**src/rtl/hb_lowpass_pkg.sv**
```systemverilog
package hb_lowpass_pkg;

   // Fixed-point scale of all weights: 2^10.
   localparam int COEF_FRAC = 10;
   localparam int MAX_PAIRS = 3;

   // Weight of odd-distance pair j (distance 2j+1) for a filter with `pairs` pairs.
   function automatic int side_coef(input int pairs, input int j);
      int c;
      c = 0;
      case (pairs)
         1: c = 256;
         2: c = (j == 0) ? 288 : -32;
         3: begin
            case (j)
               0: c = 300;
               1: c = -56;
               default: c = 12;
            endcase
         end
         default: c = 0;
      endcase
      return c;
   endfunction

   // Total of all weights, centre included; must equal 2^COEF_FRAC.
   function automatic int weight_total(input int pairs);
      int s;
      s = 1 << (COEF_FRAC - 1);
      for (int j = 0; j < pairs; j++) s += 2 * side_coef(pairs, j);
      return s;
   endfunction

endpackage

```
**src/rtl/hb_tap_line.sv**
```systemverilog
module hb_tap_line #(
   parameter int W     = 12,
   parameter int TAPS  = 11,
   parameter int PAIRS = 3
) (
   input  logic                        clk,
   input  logic                        rst,
   input  logic                        en,
   input  logic signed [W-1:0]         din,
   output logic [PAIRS-1:0][W-1:0]     near_tap,
   output logic [PAIRS-1:0][W-1:0]     far_tap,
   output logic signed [W-1:0]         centre_tap
);
   localparam int MID = (TAPS - 1) / 2;

   logic signed [W-1:0] line [TAPS];

   always_ff @(posedge clk) begin
      if (rst)     line[0] <= '0;
      else if (en) line[0] <= din;
   end

   for (genvar i = 1; i < TAPS; i++) begin : g_stage
      always_ff @(posedge clk) begin
         if (rst)     line[i] <= '0;
         else if (en) line[i] <= line[i-1];
      end
   end

   for (genvar j = 0; j < PAIRS; j++) begin : g_pick
      assign near_tap[j] = line[MID - (2*j + 1)];
      assign far_tap[j]  = line[MID + (2*j + 1)];
   end
   assign centre_tap = line[MID];

   AST_LINE_SHIFT: assert property (@(posedge clk) disable iff (rst)
      en |=> (line[1] == $past(line[0]))) else $error("line shift");
   AST_LINE_CLEAR: assert property (@(posedge clk)
      rst |=> (line[TAPS-1] == '0 && line[0] == '0)) else $error("line clear");

endmodule

```
**src/rtl/hb_pair_mult.sv**
```systemverilog
module hb_pair_mult #(
   parameter int W      = 12,
   parameter int COEF   = 300,
   parameter int PROD_W = 23
) (
   input  logic                     clk,
   input  logic                     rst,
   input  logic                     en,
   input  logic [W-1:0]             a,
   input  logic [W-1:0]             b,
   output logic signed [PROD_W-1:0] prod
);
   localparam int PAIR_W = W + 1;
   localparam int MAG    = (COEF < 0) ? -COEF : COEF;
   localparam int NB     = $clog2(MAG + 1);

   if (COEF == 0) begin : g_bad_coef
      $error("hb_pair_mult: zero weight has no pair");
   end
   if (PROD_W < PAIR_W + NB) begin : g_bad_width
      $error("hb_pair_mult: product width too small");
   end

   logic signed [PAIR_W-1:0] pair_q;
   logic signed [PROD_W-1:0] pair_ext;
   logic signed [PROD_W-1:0] part [NB+1];

   always_ff @(posedge clk) begin
      if (rst)     pair_q <= '0;
      else if (en) pair_q <= PAIR_W'($signed(a)) + PAIR_W'($signed(b));
   end

   assign pair_ext = PROD_W'(pair_q);
   assign part[0]  = '0;

   for (genvar k = 0; k < NB; k++) begin : g_bit
      if (((MAG >> k) & 1) == 1) begin : g_add
         assign part[k+1] = part[k] + (pair_ext <<< k);
      end else begin : g_skip
         assign part[k+1] = part[k];
      end
   end

   always_ff @(posedge clk) begin
      if (rst)             prod <= '0;
      else if (en) begin
         if (COEF < 0)     prod <= -part[NB];
         else              prod <= part[NB];
      end
   end

endmodule

```
**src/rtl/hb_out_stage.sv**
```systemverilog
module hb_out_stage #(
   parameter int ACC_W = 26,
   parameter int W     = 12,
   parameter int FRAC  = 10,
   parameter int LAT   = 3
) (
   input  logic                    clk,
   input  logic                    rst,
   input  logic                    en,
   input  logic signed [ACC_W-1:0] acc,
   output logic                    out_valid,
   output logic [W-1:0]            out_data
);
   localparam int CNT_W = $clog2(LAT + 1);
   localparam logic signed [ACC_W-1:0] HALF = ACC_W'(1 << (FRAC - 1));
   localparam logic signed [ACC_W-1:0] TOP  = ACC_W'((1 << (W - 1)) - 1);
   localparam logic signed [ACC_W-1:0] BOT  = -ACC_W'(1 << (W - 1));
   localparam logic [W-1:0] MID_CODE        = W'(1) << (W - 1);

   logic signed [ACC_W-1:0] rnd;
   logic signed [W-1:0]     clipped;
   logic [CNT_W-1:0]        fill;

   assign rnd = (acc + HALF) >>> FRAC;

   always_comb begin
      if (rnd > TOP)      clipped = {1'b0, {(W-1){1'b1}}};
      else if (rnd < BOT) clipped = {1'b1, {(W-1){1'b0}}};
      else                clipped = rnd[W-1:0];
   end

   always_ff @(posedge clk) begin
      if (rst) begin
         out_data  <= MID_CODE;
         out_valid <= 1'b0;
         fill      <= '0;
      end else begin
         out_valid <= en && (fill == CNT_W'(LAT));
         if (en) begin
            out_data <= {~clipped[W-1], clipped[W-2:0]};
            if (fill != CNT_W'(LAT)) fill <= fill + 1'b1;
         end
      end
   end

   AST_CLIP_HIGH: assert property (@(posedge clk) disable iff (rst)
      (en && rnd > TOP) |=> (out_data == {W{1'b1}})) else $error("clip high");
   AST_CLIP_LOW: assert property (@(posedge clk) disable iff (rst)
      (en && rnd < BOT) |=> (out_data == '0)) else $error("clip low");

endmodule

```
**src/rtl/hb_lowpass.sv**
```systemverilog
module hb_lowpass #(
   parameter int DATA_W   = 12,
   parameter int NUM_TAPS = 11
) (
   input  logic              clk,
   input  logic              rst,
   input  logic              sample_en,
   input  logic [DATA_W-1:0] sample_in,
   output logic              out_valid,
   output logic [DATA_W-1:0] out_data
);
   import hb_lowpass_pkg::*;

   localparam int PAIRS  = (NUM_TAPS + 1) / 4;
   localparam int PAIR_W = DATA_W + 1;
   localparam int PROD_W = PAIR_W + COEF_FRAC;
   localparam int ACC_W  = PROD_W + $clog2(PAIRS + 1) + 1;
   localparam int LAT    = 3;
   localparam logic [DATA_W-1:0] MID_CODE = DATA_W'(1) << (DATA_W - 1);

   if (NUM_TAPS % 4 != 3) begin : g_bad_taps
      $error("hb_lowpass: tap count must be 4n-1");
   end
   if (PAIRS < 1 || PAIRS > MAX_PAIRS) begin : g_bad_pairs
      $error("hb_lowpass: no weight set for this tap count");
   end
   if (weight_total(PAIRS) != (1 << COEF_FRAC)) begin : g_bad_sum
      $error("hb_lowpass: weights do not give unity DC gain");
   end
   if (DATA_W < 2) begin : g_bad_width
      $error("hb_lowpass: data width too small");
   end

   logic signed [DATA_W-1:0]         in_s;
   logic [PAIRS-1:0][DATA_W-1:0]     near_tap;
   logic [PAIRS-1:0][DATA_W-1:0]     far_tap;
   logic signed [DATA_W-1:0]         centre_tap;
   logic signed [DATA_W-1:0]         ctr_q1;
   logic signed [DATA_W-1:0]         ctr_q2;
   logic signed [PROD_W-1:0]         prod [PAIRS];
   logic signed [ACC_W-1:0]          acc;

   // Offset binary to two's complement.
   assign in_s = {~sample_in[DATA_W-1], sample_in[DATA_W-2:0]};

   hb_tap_line #(.W(DATA_W), .TAPS(NUM_TAPS), .PAIRS(PAIRS)) u_line (
      .clk(clk), .rst(rst), .en(sample_en), .din(in_s),
      .near_tap(near_tap), .far_tap(far_tap), .centre_tap(centre_tap)
   );

   for (genvar j = 0; j < PAIRS; j++) begin : g_pair
      hb_pair_mult #(.W(DATA_W), .COEF(side_coef(PAIRS, j)), .PROD_W(PROD_W)) u_mult (
         .clk(clk), .rst(rst), .en(sample_en),
         .a(near_tap[j]), .b(far_tap[j]), .prod(prod[j])
      );
   end

   // Centre tap rides alongside the pre-add and product stages.
   always_ff @(posedge clk) begin
      if (rst) begin
         ctr_q1 <= '0;
         ctr_q2 <= '0;
      end else if (sample_en) begin
         ctr_q1 <= centre_tap;
         ctr_q2 <= ctr_q1;
      end
   end

   always_comb begin
      acc = ACC_W'(ctr_q2) <<< (COEF_FRAC - 1);
      for (int j = 0; j < PAIRS; j++) acc = acc + ACC_W'(prod[j]);
   end

   hb_out_stage #(.ACC_W(ACC_W), .W(DATA_W), .FRAC(COEF_FRAC), .LAT(LAT)) u_out (
      .clk(clk), .rst(rst), .en(sample_en), .acc(acc),
      .out_valid(out_valid), .out_data(out_data)
   );

   AST_RESET_STATE: assert property (@(posedge clk)
      rst |=> (!out_valid && out_data == MID_CODE)) else $error("reset state");
   AST_VALID_AFTER_STROBE: assert property (@(posedge clk) disable iff (rst)
      out_valid |-> $past(sample_en)) else $error("valid without strobe");
   AST_HOLD_IDLE: assert property (@(posedge clk) disable iff (rst)
      (!$past(sample_en) && !$past(rst)) |-> $stable(out_data)) else $error("idle change");

endmodule

```
**config.mk**
```make
export PLATFORM = sky130hd
export DESIGN_NAME = hb_lowpass
export DESIGN_NICKNAME = d
export VERILOG_FILES = /design/src/rtl/hb_lowpass_pkg.sv /design/src/rtl/hb_tap_line.sv /design/src/rtl/hb_pair_mult.sv /design/src/rtl/hb_out_stage.sv /design/src/rtl/hb_lowpass.sv
export SDC_FILE = /design/constraint.sdc
export NUM_CORES = 1
export LEC_CHECK = 0
export ABC_AREA = 1
export BUFFER_PORTS_ARGS = -buffer_cell sky130_fd_sc_hd__buf_2
export CORE_MARGIN = 2
export CORE_UTILIZATION = 50
export DETAILED_ROUTE_END_ITERATION = 10
export PLACE_DENSITY = 0.65
export RECOVER_POWER = 100
export SYNTH_ARGS = -nofsm -noshare
export SYNTH_HDL_FRONTEND = slang
export SYNTH_SLANG_ARGS = --single-unit
```
**constraint.sdc**
```tcl
create_clock -name clk -period 7.6 [get_ports clk]
set_input_delay 2.28 -clock clk [delete_from_list [all_inputs] [get_ports clk]]
set_output_delay 2.28 -clock clk [all_outputs]
set_load 0.02 [all_outputs]
```
==> results by group, run 1 <==
Status
  – Outcome: complete, but fails checks
  – Violated checks: capacitance limit, slew limit

GRT
  – Largest net degree at the start of global routing: 115
  – Gr ovfl total: 0
  – Number of antenna violations at the first check in global routing: 0
  – Number of global-route vias before repair: 11800
  – First-pass GRT wire length: 58.4 mm
  – Global-route usage over all layers: 21.8%

Clock network
  – Number of buffers between clock root and the deepest sink: 3
  – TritonCTS Buffers: 30
  – Clock latency on the worst-skew pair: 0.57 ns
  – Hold buffer count at cts: 0
  – Total setup buffers inserted after CTS: 0
  – # H-tree levels: 1
  – TritonCTS clock tree: done
  – Clock Sink Count: 266
  – Root buffer selected by CTS: clkbuf_16
  – Clock-pin transition on the worst setup and hold timing paths: 0.06 ns
  – Post_cts resized: 0

Timing
  – Worst clock skew on the final layout: 0.0205 ns
  – Final min period: 5.70 ns
  – Share of the cycle needed by the critical path after routing: 75.0%
  – Relative max-transition margin: -65.8%
  – Final sum of negative setup slack: 0 ns
  – RSZ-0062 raised after global routing: no
  – Achievable frequency: 176 MHz
  – Transition at the pin with the smallest max-transition slack: 2.49 ns
  – Final Hold Fails: 0
  – Number of endpoints failing setup at the final stage: 0
  – Final Max Tran Viols: 149

Critical path
  – Critical path startpoint category: input port
  – Sequence of cells on the critical path: clkbuf_1 > inv_1 > nor2_1 > clkbuf_1 > clkbuf_1 > o21ai_0 > o21ai_0
  – Slowest cell on crit path: clkbuf_1
  – Data arrival time at the worst-slack endpoint: 6.17 ns
  – Kind of end point of the critical path: register
  – Critical Path Fanout Max: 38
  – Worst setup path category: in -> reg
  – Logic depth of the worst register-to-register path: 19
  – Longest individual stage delay on the worst path: 1.61 ns
  – Worst endpoint required time: 8.07 ns
  – Crit-path most repeated cell: clkbuf_1

Die
  – Chip width: 182 um
  – Die area: 0.0332 sq mm
  – Row Count: 65
  – Top-level I/O count: 28
  – Die Span Y: 182 um
  – Starting utilization of the core area: 50.6%
  – Core outline area: 0.0314 sq mm

Final layout
  – Area occupied by multi-input gates: 0.00781 sq mm
  – Fillers: 2908
  – Layout cell share with drive strength beyond 1: 4.75%
  – Sequential cell area: 0.00665 sq mm
  – Antenna diode count: 0
  – Area overhead of the layout relative to synthesis: 10.0%
  – NumNets Final: 2102

Synth
  – Unique masters post-synth: 49
  – Synthesized area: 0.0159 sq mm
  – Predominant post-synthesis flop cell: dfxtp_1
  – Number of nets in the synthesized netlist: 2078
  – Synth warnings: 0
  – Number of storage elements in the synthesis netlist: 266
  – Avg Inst Size Synth: 8.51 sq um
  – Share of synthesized area occupied by flip-flops and latches: 41.8%
  – Post-synth EDFFs: 132
  – Number of standard cells after synthesis: 1866
  – Post-synth ARST share: 0%

Routing
  – Drt total wl: 35.2 mm
  – DR WL/cell: 15.2 um
  – # DRC: 0
  – Routed via count: 12000
  – Mean number of vias per cell: 5.18
  – Initial DRT Pass Iterations: 8
  – Number of nets still failing antenna checks after routing: 0
  – DRC violation total after the first TritonRoute iteration: 731

Worst hold path
  – Hold Path Stages: 2
  – Class of the tightest hold or removal check: reg -> reg

Pwr
  – Overall power consumption: 0.00432 W
  – Power Density: 247 mW/mm^2
  – Maximum vdd drop: 176 uV
  – Static leakage: 8.22 nW

Placed design
  – Total of buffers placed on input and output ports: 27
  – Detailed placement HPWL: 26.1 mm
  – RePlAce Congestion: 0.880

Run
  – Count of max-cap constraint violations: 4
-- cells in the mapped netlist, types with 4 or more instances --
library cell	instances	area (sq um)
inv_1	332	1250
o22ai_1	40	250
a21boi_0	4	30.0
edfxtp_1	132	3960
o21ai_0	107	536
clkbuf_1	37	139
o21bai_1	6	45.0
xnor2_1	15	131
fa_1	63	1260
a31oi_1	8	50.1
xor2_1	12	105
ha_1	134	1680
nand2_1	347	1300
o211ai_1	6	45.0
nor3_1	12	60.1
a32o_1	8	80.1
a21o_1	7	52.6
dfxtp_1	134	2680
a21oi_1	123	616
or2_2	4	25.0
nand4_1	8	50.1
o21ai_1	6	30.0
nand3_1	49	245
a22o_1	4	35.0
nand3_2	4	40.0
nor2_1	213	800
o31ai_1	5	37.5
nand3b_1	5	37.5
nor2_2	6	37.5
-- per-layer routing --
layer,vias up,track usage (%),share of wire (%)
met2,206,37.5,47
met5,-,0,0
met3,48,2.53,4.0
met4,0,5.90,2.6
met1,5616,29.1,47
li1,6120,-,-
-- area by class of cell --
type                    instances  share of cell area, %
clock buffers                  38                   4.70
clock inverters                18                   1.56
inverters                     336                   7.27
multi-input cells            1222                   44.7
flip-flops and latches        266                   38.0
well taps                     402                   2.88
repair buffers                 34                  0.881
-- kinds of logic after synthesis --
family	synth area share (%)
compound gates	12.0
simple gates	16.9
buf+inv	8.97
xor+xnor	1.80
fa+ha+maj	18.5
flops	41.8
-- critical path, delay by kind of cell --
kind / cells / cell delay [ns]
buffers and inverters: 4 / 3.01
AOI/OAI and AO/OA: 2 / 0.72
and+or+nand+nor: 1 / 0.13
-- flip-flops by register name, indices dropped and copies added (netlist names) --
register / cells
ctr_q2: 12
u_line.line: 132
ctr_q1: 12
g_pair.u_mult.pair_q: 39
g_pair.u_mult.prod: 56
u_out.fill: 2
u_out.out_valid: 1
u_out.out_data: 12
-- final timing paths --
kind | to | startpoint | slack [ns]
setup reg to reg | g_pair[0].u_mult.prod[18] | g_pair[0].u_mult.pair_q[5] | 3.41
setup / recovery | g_pair[0].u_mult.prod[22] | sample_en | 1.90
hold / removal | u_out.out_data[10] | u_out.out_data[10] | 0.45
hold reg to reg | u_out.out_data[10] | u_out.out_data[10] | 0.45
-- layout by cell type (no fill, tap or decap), types with 5 or more instances in the layout --
master,instances
nand2_1,347
inv_1,332
nor2_1,213
ha_1,134
dfxtp_1,134
edfxtp_1,132
a21oi_1,123
o21ai_0,112
fa_1,63
nand3_1,49
o22ai_1,40
clkbuf_16,30
clkbuf_1,23
xnor2_1,15
xor2_1,12
nor3_1,12
buf_2,12
a31oi_1,8
nand4_1,8
a32o_1,8
a21o_1,7
clkinv_2,7
o211ai_1,6
o21bai_1,6
nor2_2,6
bufinv_16,6
nand3b_1,5
o31ai_1,5
-- metrics by stage --
stage | setup slack [ns] | cells | hold slack [ns] | cell area, sq um | utilization, %
after CTS | 3.41 | 2316 | 0.450 | 17500 | 55.8
after global placement | 3.06 | 2260 | 0.431 | 16400 | 52.3
final | 1.90 | 2316 | 0.448 | 17500 | 55.7
after global routing | 1.56 | 2316 | 0.469 | 17500 | 55.7
after detailed placement | 3.04 | 2260 | 0.434 | 16400 | 52.3
after floorplan | 0.789 | 1866 | 0.428 | 15900 | -
-- power breakdown --
part	switching, W	internal [W]
registers	0.0000861	0.00163
clock network	0.000609	0.000970
logic	0.000658	0.000365
total	0.00135	0.00296
Note: power is estimated with default switching activity, not from simulation.
==> inputs of run 2 (changes only) <==
--- a/config.mk
+++ b/config.mk
@@ -10,7 +10,7 @@
 export CORE_MARGIN = 2
 export CORE_UTILIZATION = 50
 export DETAILED_ROUTE_END_ITERATION = 10
-export PLACE_DENSITY = 0.65
+export PLACE_DENSITY = 0.67
 export RECOVER_POWER = 100
 export SYNTH_ARGS = -nofsm -noshare
 export SYNTH_HDL_FRONTEND = slang
==> constraint.sdc (replaced) <==
create_clock -name clk -period 4.63 [get_ports clk]
set_input_delay 1.389 -clock clk [delete_from_list [all_inputs] [get_ports clk]]
set_output_delay 1.389 -clock clk [all_outputs]
set_load 0.02 [all_outputs]
==> run 2 against run 1 <==
The flow still finishes with violations (capacitance limit, slew limit); die area unchanged; setup slack worse by 1.4 ns; global-route usage up 0.17 points; count of clock-buffer cells in the layout unchanged; critical path type unchanged; largest cell class unchanged; largest power group unchanged.
==> results by group, run 2 (synthesized netlist as in run 1, its figures left out) <==
Status
  – Outcome: complete, but fails checks
  – Violated checks: capacitance limit, slew limit

Clock network
  – TritonCTS Buffers: 29 (-3.3%)
  – Clock Sink Count: 266 (unchanged)
  – Post_cts resized: 0 (unchanged)
  – Number of buffers between clock root and the deepest sink: 3 (unchanged)
  – # H-tree levels: 1 (unchanged)
  – Total setup buffers inserted after CTS: 0 (unchanged)
  – Clock latency on the worst-skew pair: 0.57 ns (about the same)
  – TritonCTS clock tree: done
  – Clock-pin transition on the worst setup and hold timing paths: 0.06 ns (about the same)
  – Hold buffer count at cts: 0 (unchanged)
  – Root buffer selected by CTS: clkbuf_16

Critical path
  – Worst setup path category: in -> reg
  – Critical path startpoint category: input port
  – Data arrival time at the worst-slack endpoint: 4.46 ns (-1.71 ns)
  – Worst setup slack for register-to-register paths: 0.60 ns (-2.81 ns)
  – Critical Path Fanout Max: 73 (+92%)
  – Worst endpoint required time: 4.97 ns (-3.10 ns)
  – Kind of end point of the critical path: register

Die
  – Die Span Y: 182 um (unchanged)
  – Top-level I/O count: 28 (unchanged)
  – Chip width: 182 um (unchanged)
  – Die area: 0.0332 sq mm (unchanged)
  – Core outline area: 0.0314 sq mm (unchanged)
  – Starting utilization of the core area: 50.6% (unchanged)
  – Row Count: 65 (unchanged)

GRT
  – Gr ovfl total: 0 (unchanged)
  – Number of antenna violations at the first check in global routing: 0 (unchanged)
  – Largest net degree at the start of global routing: 74 (-36%)
  – Global-route usage over all layers: 21.9% (+0.17 points)
  – First-pass GRT wire length: 58.7 mm (+0.59%)
  – Number of global-route vias before repair: 12000 (+1.3%)

Routing
  – # DRC: 0 (unchanged)
  – Mean number of vias per cell: 5.16 (-0.34%)
  – Initial DRT Pass Iterations: 5 (-3)
  – Routed via count: 11900 (-0.34%)
  – Number of nets still failing antenna checks after routing: 0 (unchanged)
  – DR WL/cell: 15.3 um (+0.71%)
  – DRC violation total after the first TritonRoute iteration: 527 (-28%)
  – Drt total wl: 35.5 mm (+0.71%)

Final layout
  – Post-Layout Inst Area: 0.0174 sq mm (-0.26%)
  – Most common cell after layout, fill and taps aside: nand2_1
  – NumNets Final: 2103 (+0.048%)
  – Antenna diode count: 0 (unchanged)
  – Most used cells in the layout excluding fill and tap cells: nand2_1, inv_1, nor2_1
  – Area overhead of the layout relative to synthesis: 9.75%
  – Largest registers: u_line.line: 132 flops, g_pair.u_mult.prod: 56 flops, g_pair.u_mult.pair_q: 39 flops
  – Top reg by flops: u_line.line
  – Number of flip-flops under the largest register name: 132 (unchanged)
  – Layout cell share with drive strength beyond 1: 5.02% (+0.26 points)

Placed design
  – RePlAce Congestion: 0.853 (-3.0%)
  – Detailed placement HPWL: 26.5 mm (+1.5%)
  – Placed instance area: 0.0165 sq mm (+0.32%)
  – Total of buffers placed on input and output ports: 27 (unchanged)

Timing
  – Number of endpoints failing setup at the final stage: 0 (unchanged)
  – Final sum of negative setup slack: 0 ns (unchanged)
  – Transition at the pin with the smallest max-transition slack: 2.96 ns (+0.470 ns)
  – Final min period: 4.12 ns
  – Share of the cycle needed by the critical path after routing: 89.1%
  – Final Hold Fails: 0 (unchanged)
  – Final Max Tran Viols: 134 (-10%)
  – Relative max-transition margin: -97.2% (-31 points)
  – Worst-case hold slack: 0.450 ns (+0.00160 ns)
  – Worst clock skew on the final layout: 0.0122 ns (-0.00827 ns)
  – RSZ-0062 raised after global routing: no
  – Achievable frequency: 243 MHz

Pwr
  – Static leakage: 8.22 nW (about the same)
  – Overall power consumption: 0.00686 W (+59%)
  – Maximum vdd drop: 283 uV (+61%)
  – Power Density: 394 mW/mm^2 (+59%)

Worst hold path
  – Class of the tightest hold or removal check: reg -> reg

Run
  – Count of max-cap constraint violations: 2 (-2)
-- run 2: cell count changes in the layout (fill, tap and decap cells not counted), sizes merged --
cell	before	now
clkinvlp	2	4
inv	334	335
buf	15	18
bufinv	6	1
clkbuf	57	56
-- run 2: routing by layer --
layer  up-vias  GRT usage (%)  routed length (um)
li1       6128              -                   -
met1      5593           28.6               16500
met2       175           38.5               16900
met3        53           2.51                1010
met4         0           6.58                1050
met5         -              0                   0
-- run 2: cell type report --
cell class | count | area [sq um]
clock buffers | 38 | 863
clock inverters | 16 | 130
fillers | 2909 | 14000
inverters | 336 | 1260
multi-input cells | 1222 | 7810
flip-flops and latches | 266 | 6650
well taps | 402 | 503
repair buffers | 36 | 214
-- run 2: worst max-delay path: stages --
cell	delay, ns
clkbuf_1	0.22
nor2_4	0.05
inv_1	2.06
buf_4	0.61
o22ai_1	0.12
-- run 2: path summary, 6_finish.rpt --
check | from | endpoint | cells past startpoint
hold / removal | u_out.out_data[2] | u_out.out_data[2] | 2
setup / recovery | rst | ctr_q2[5] | 5
hold reg to reg | u_out.out_data[2] | u_out.out_data[2] | 2
setup reg to reg | g_pair[0].u_mult.pair_q[4] | g_pair[0].u_mult.prod[18] | 19
-- run 2: report_power, final --
| group | total [W] | switching (W) | internal [W] | leakage [nW] |
|---|---|---|---|---|
| Clock | 0.00236 | 0.000986 | 0.00138 | 0.489 |
| Combinational | 0.00168 | 0.00108 | 0.000603 | 5.17 |
| Sequential | 0.00281 | 0.000142 | 0.00267 | 2.56 |
-- run 2: stage by stage --
stage / setup WS (ns) / cells / utilization [%]
2_1_floorplan: 0.658 / 1866 / -
3_3_place_gp: 0.703 / 2262 / 52.5
3_5_place_dp: 0.611 / 2262 / 52.5
4_1_cts: 0.558 / 2316 / 55.7
5_1_grt: 0.189 / 2316 / 55.5
6_report: 0.507 / 2316 / 55.5
==> inputs of run 3 (changes only) <==
--- a/config.mk
+++ b/config.mk
@@ -10,7 +10,7 @@
 export CORE_MARGIN = 2
 export CORE_UTILIZATION = 50
 export DETAILED_ROUTE_END_ITERATION = 10
-export PLACE_DENSITY = 0.67
+export PLACE_DENSITY = 0.79
 export RECOVER_POWER = 100
 export SYNTH_ARGS = -nofsm -noshare
 export SYNTH_HDL_FRONTEND = slang
==> run 3 against run 2 <==
The run still ends with capacitance limit, slew limit left; hold slack hardly changed; clock power is 6% lower; flip-flop and latch count stayed put; critical path depth is 1 lower; register-to-register slack worse by 0.02 ns; cell area is 0.75% lower; combinational power hardly changed; sequential share of layout area is 0.29 points higher; largest cell class unchanged.
==> results by group, run 3 (synthesized netlist as in run 1, its figures left out) <==
Final layout
  – Largest registers: u_line.line: 132 flops, g_pair.u_mult.prod: 56 flops, g_pair.u_mult.pair_q: 39 flops
  – Number of flip-flops under the largest register name: 132 (unchanged)
  – Top reg by flops: u_line.line
  – Most common cell after layout, fill and taps aside: nand2_1
  – Post-Layout Inst Area: 0.0173 sq mm (-0.75%)
  – Layout cell share with drive strength beyond 1: 4.13% (-0.88 points)
  – Antenna diode count: 0 (unchanged)
  – Area overhead of the layout relative to synthesis: 8.93%
  – Fin cells: 2314 (-0.086%)
  – Most used cells in the layout excluding fill and tap cells: nand2_1, inv_1, nor2_1
  – NumNets Final: 2102 (-0.048%)
  – Utilization after layout: 55.1% (-0.41 points)

Worst hold path
  – Class of the tightest hold or removal check: reg -> reg

Clock network
  – Total setup buffers inserted after CTS: 0 (unchanged)
  – Clock-pin transition on the worst setup and hold timing paths: 0.06 ns (about the same)
  – Hold buffer count at cts: 0 (unchanged)
  – Root buffer selected by CTS: clkbuf_16
  – TritonCTS clock tree: done
  – # H-tree levels: 1 (unchanged)
  – Clock latency on the worst-skew pair: 0.58 ns (about the same)
  – Number of buffers between clock root and the deepest sink: 3 (unchanged)
  – TritonCTS Buffers: 28 (-3.4%)
  – Clock Sink Count: 266 (unchanged)
  – Post_cts resized: 0 (unchanged)

Critical path
  – Worst endpoint required time: 4.70 ns (-0.27 ns)
  – Worst setup slack for register-to-register paths: 0.58 ns (-0.02 ns)
  – Critical path startpoint category: input port
  – Data arrival time at the worst-slack endpoint: 4.19 ns (-0.27 ns)
  – Kind of end point of the critical path: register
  – Critical Path Fanout Max: 77 (+5.5%)
  – Worst setup path category: in -> reg

Timing
  – Final Max Tran Viols: 191 (+43%)
  – Share of the cycle needed by the critical path after routing: 89.0% (about the same)
  – Final min period: 4.12 ns (-0.00144 ns)
  – Final Hold Fails: 0 (unchanged)
  – Achievable frequency: 243 MHz (about the same)
  – Worst-case hold slack: 0.449 ns (-0.000352 ns)
  – Relative max-transition margin: -14.5% (+83 points)
  – Worst clock skew on the final layout: 0.0380 ns (+0.0258 ns)
  – Number of endpoints failing setup at the final stage: 0 (unchanged)
  – RSZ-0062 raised after global routing: no
  – Final sum of negative setup slack: 0 ns (unchanged)
  – Transition at the pin with the smallest max-transition slack: 1.72 ns (-1.24 ns)

Pwr
  – Static leakage: 8.15 nW (-0.83%)
  – Power Density: 388 mW/mm^2 (-1.5%)
  – Maximum vdd drop: 316 uV (+12%)

Routing
  – Amount of wire on met2 after detailed routing: 16.5 mm (-2.3%)
  – Met3 wire len: 1.27 mm (+25%)
  – Initial DRT Pass Iterations: 5 (unchanged)
  – Drt total wl: 34.9 mm (-1.8%)
  – Mean number of vias per cell: 5.19 (+0.65%)
  – Routed via count: 12000 (+0.56%)
  – # DRC: 0 (unchanged)
  – Number of nets still failing antenna checks after routing: 0 (unchanged)
  – Wire length on met1: 15.8 mm (-4.5%)
  – DR WL/cell: 15.1 um (-1.7%)
  – Top sig layer: met4
  – DRC violation total after the first TritonRoute iteration: 671 (+27%)

GRT
  – Largest net degree at the start of global routing: 78 (+5.4%)
  – Number of antenna violations at the first check in global routing: 0 (unchanged)
  – Global-route usage over all layers: 21.6% (-0.38 points)
  – Gr ovfl total: 0 (unchanged)
  – Number of global-route vias before repair: 12200 (+2.2%)
  – First-pass GRT wire length: 58.2 mm (-0.93%)

Die
  – Top-level I/O count: 28 (unchanged)
  – Row Count: 65 (unchanged)
  – Chip width: 182 um (unchanged)
  – Die Span Y: 182 um (unchanged)
  – Starting utilization of the core area: 50.6% (unchanged)
  – Die area: 0.0332 sq mm (unchanged)
  – Core outline area: 0.0314 sq mm (unchanged)

Placed design
  – Total of buffers placed on input and output ports: 27 (unchanged)
  – Detailed placement HPWL: 26.0 mm (-1.7%)
  – RePlAce Congestion: 0.880 (+3.1%)
  – Placed cell count: 2262 (unchanged)
  – Placed instance area: 0.0165 sq mm (about the same)

Status
  – Violated checks: capacitance limit, slew limit
  – Outcome: complete, but fails checks

Run
  – Count of max-cap constraint violations: 3 (+1)
[run 3: changes by cell type in the layout (fill, tap and decap cells not counted), sizes merged]
cell	change
clkbuf	+11
buf	-4
inv	-2
clkinv	-4
clkinvlp	-3
[run 3: critical path, cell delays in order]
cell,delay (ns)
clkbuf_1,0.13
nor2_1,0.24
clkinvlp_4,1.30
clkbuf_2,1.05
[run 3: where the power goes]
group	switching, W	total, W	internal [W]	leakage [nW]
sequential	0.000141	0.00281	0.00267	2.56
clock	0.000921	0.00221	0.00129	0.450
combinational	0.00109	0.00168	0.000596	5.14
total	0.00215	0.00671	0.00456	8.15
[run 3: area by class of cell]
cell class | count | area [sq um]
Fill cell | 2839 | 14100
Multi-Input combinational cell | 1222 | 7790
Sequential cell | 266 | 6650
Inverter | 336 | 1270
Clock buffer | 45 | 835
Tap cell | 402 | 503
Timing Repair Buffer | 36 | 174
Clock inverter | 7 | 83.8
[run 3: stage by stage]
stage          setup slack, ns  power, W
2_1_floorplan            0.658   0.00411
3_3_place_gp             0.665   0.00450
3_5_place_dp             0.619   0.00454
4_1_cts                  0.561   0.00676
5_1_grt                 0.0418   0.00712
6_report                 0.508   0.00671
[run 3: final timing paths]
path                               from                   endpoint  depth (start not counted)
min                   u_out.out_data[6]          u_out.out_data[6]                          2
max reg2reg  g_pair[0].u_mult.pair_q[4]  g_pair[0].u_mult.prod[18]                         23
min reg2reg           u_out.out_data[6]          u_out.out_data[6]                          2
max                                 rst         u_line.line[4][20]                          4
[run 3: metal layers]
layer / up-vias / global-route usage, %
li1: 6124 / -
met1: 5575 / 27.8
met2: 253 / 37.4
met3: 64 / 2.39
met4: 0 / 8.32
met5: - / 0
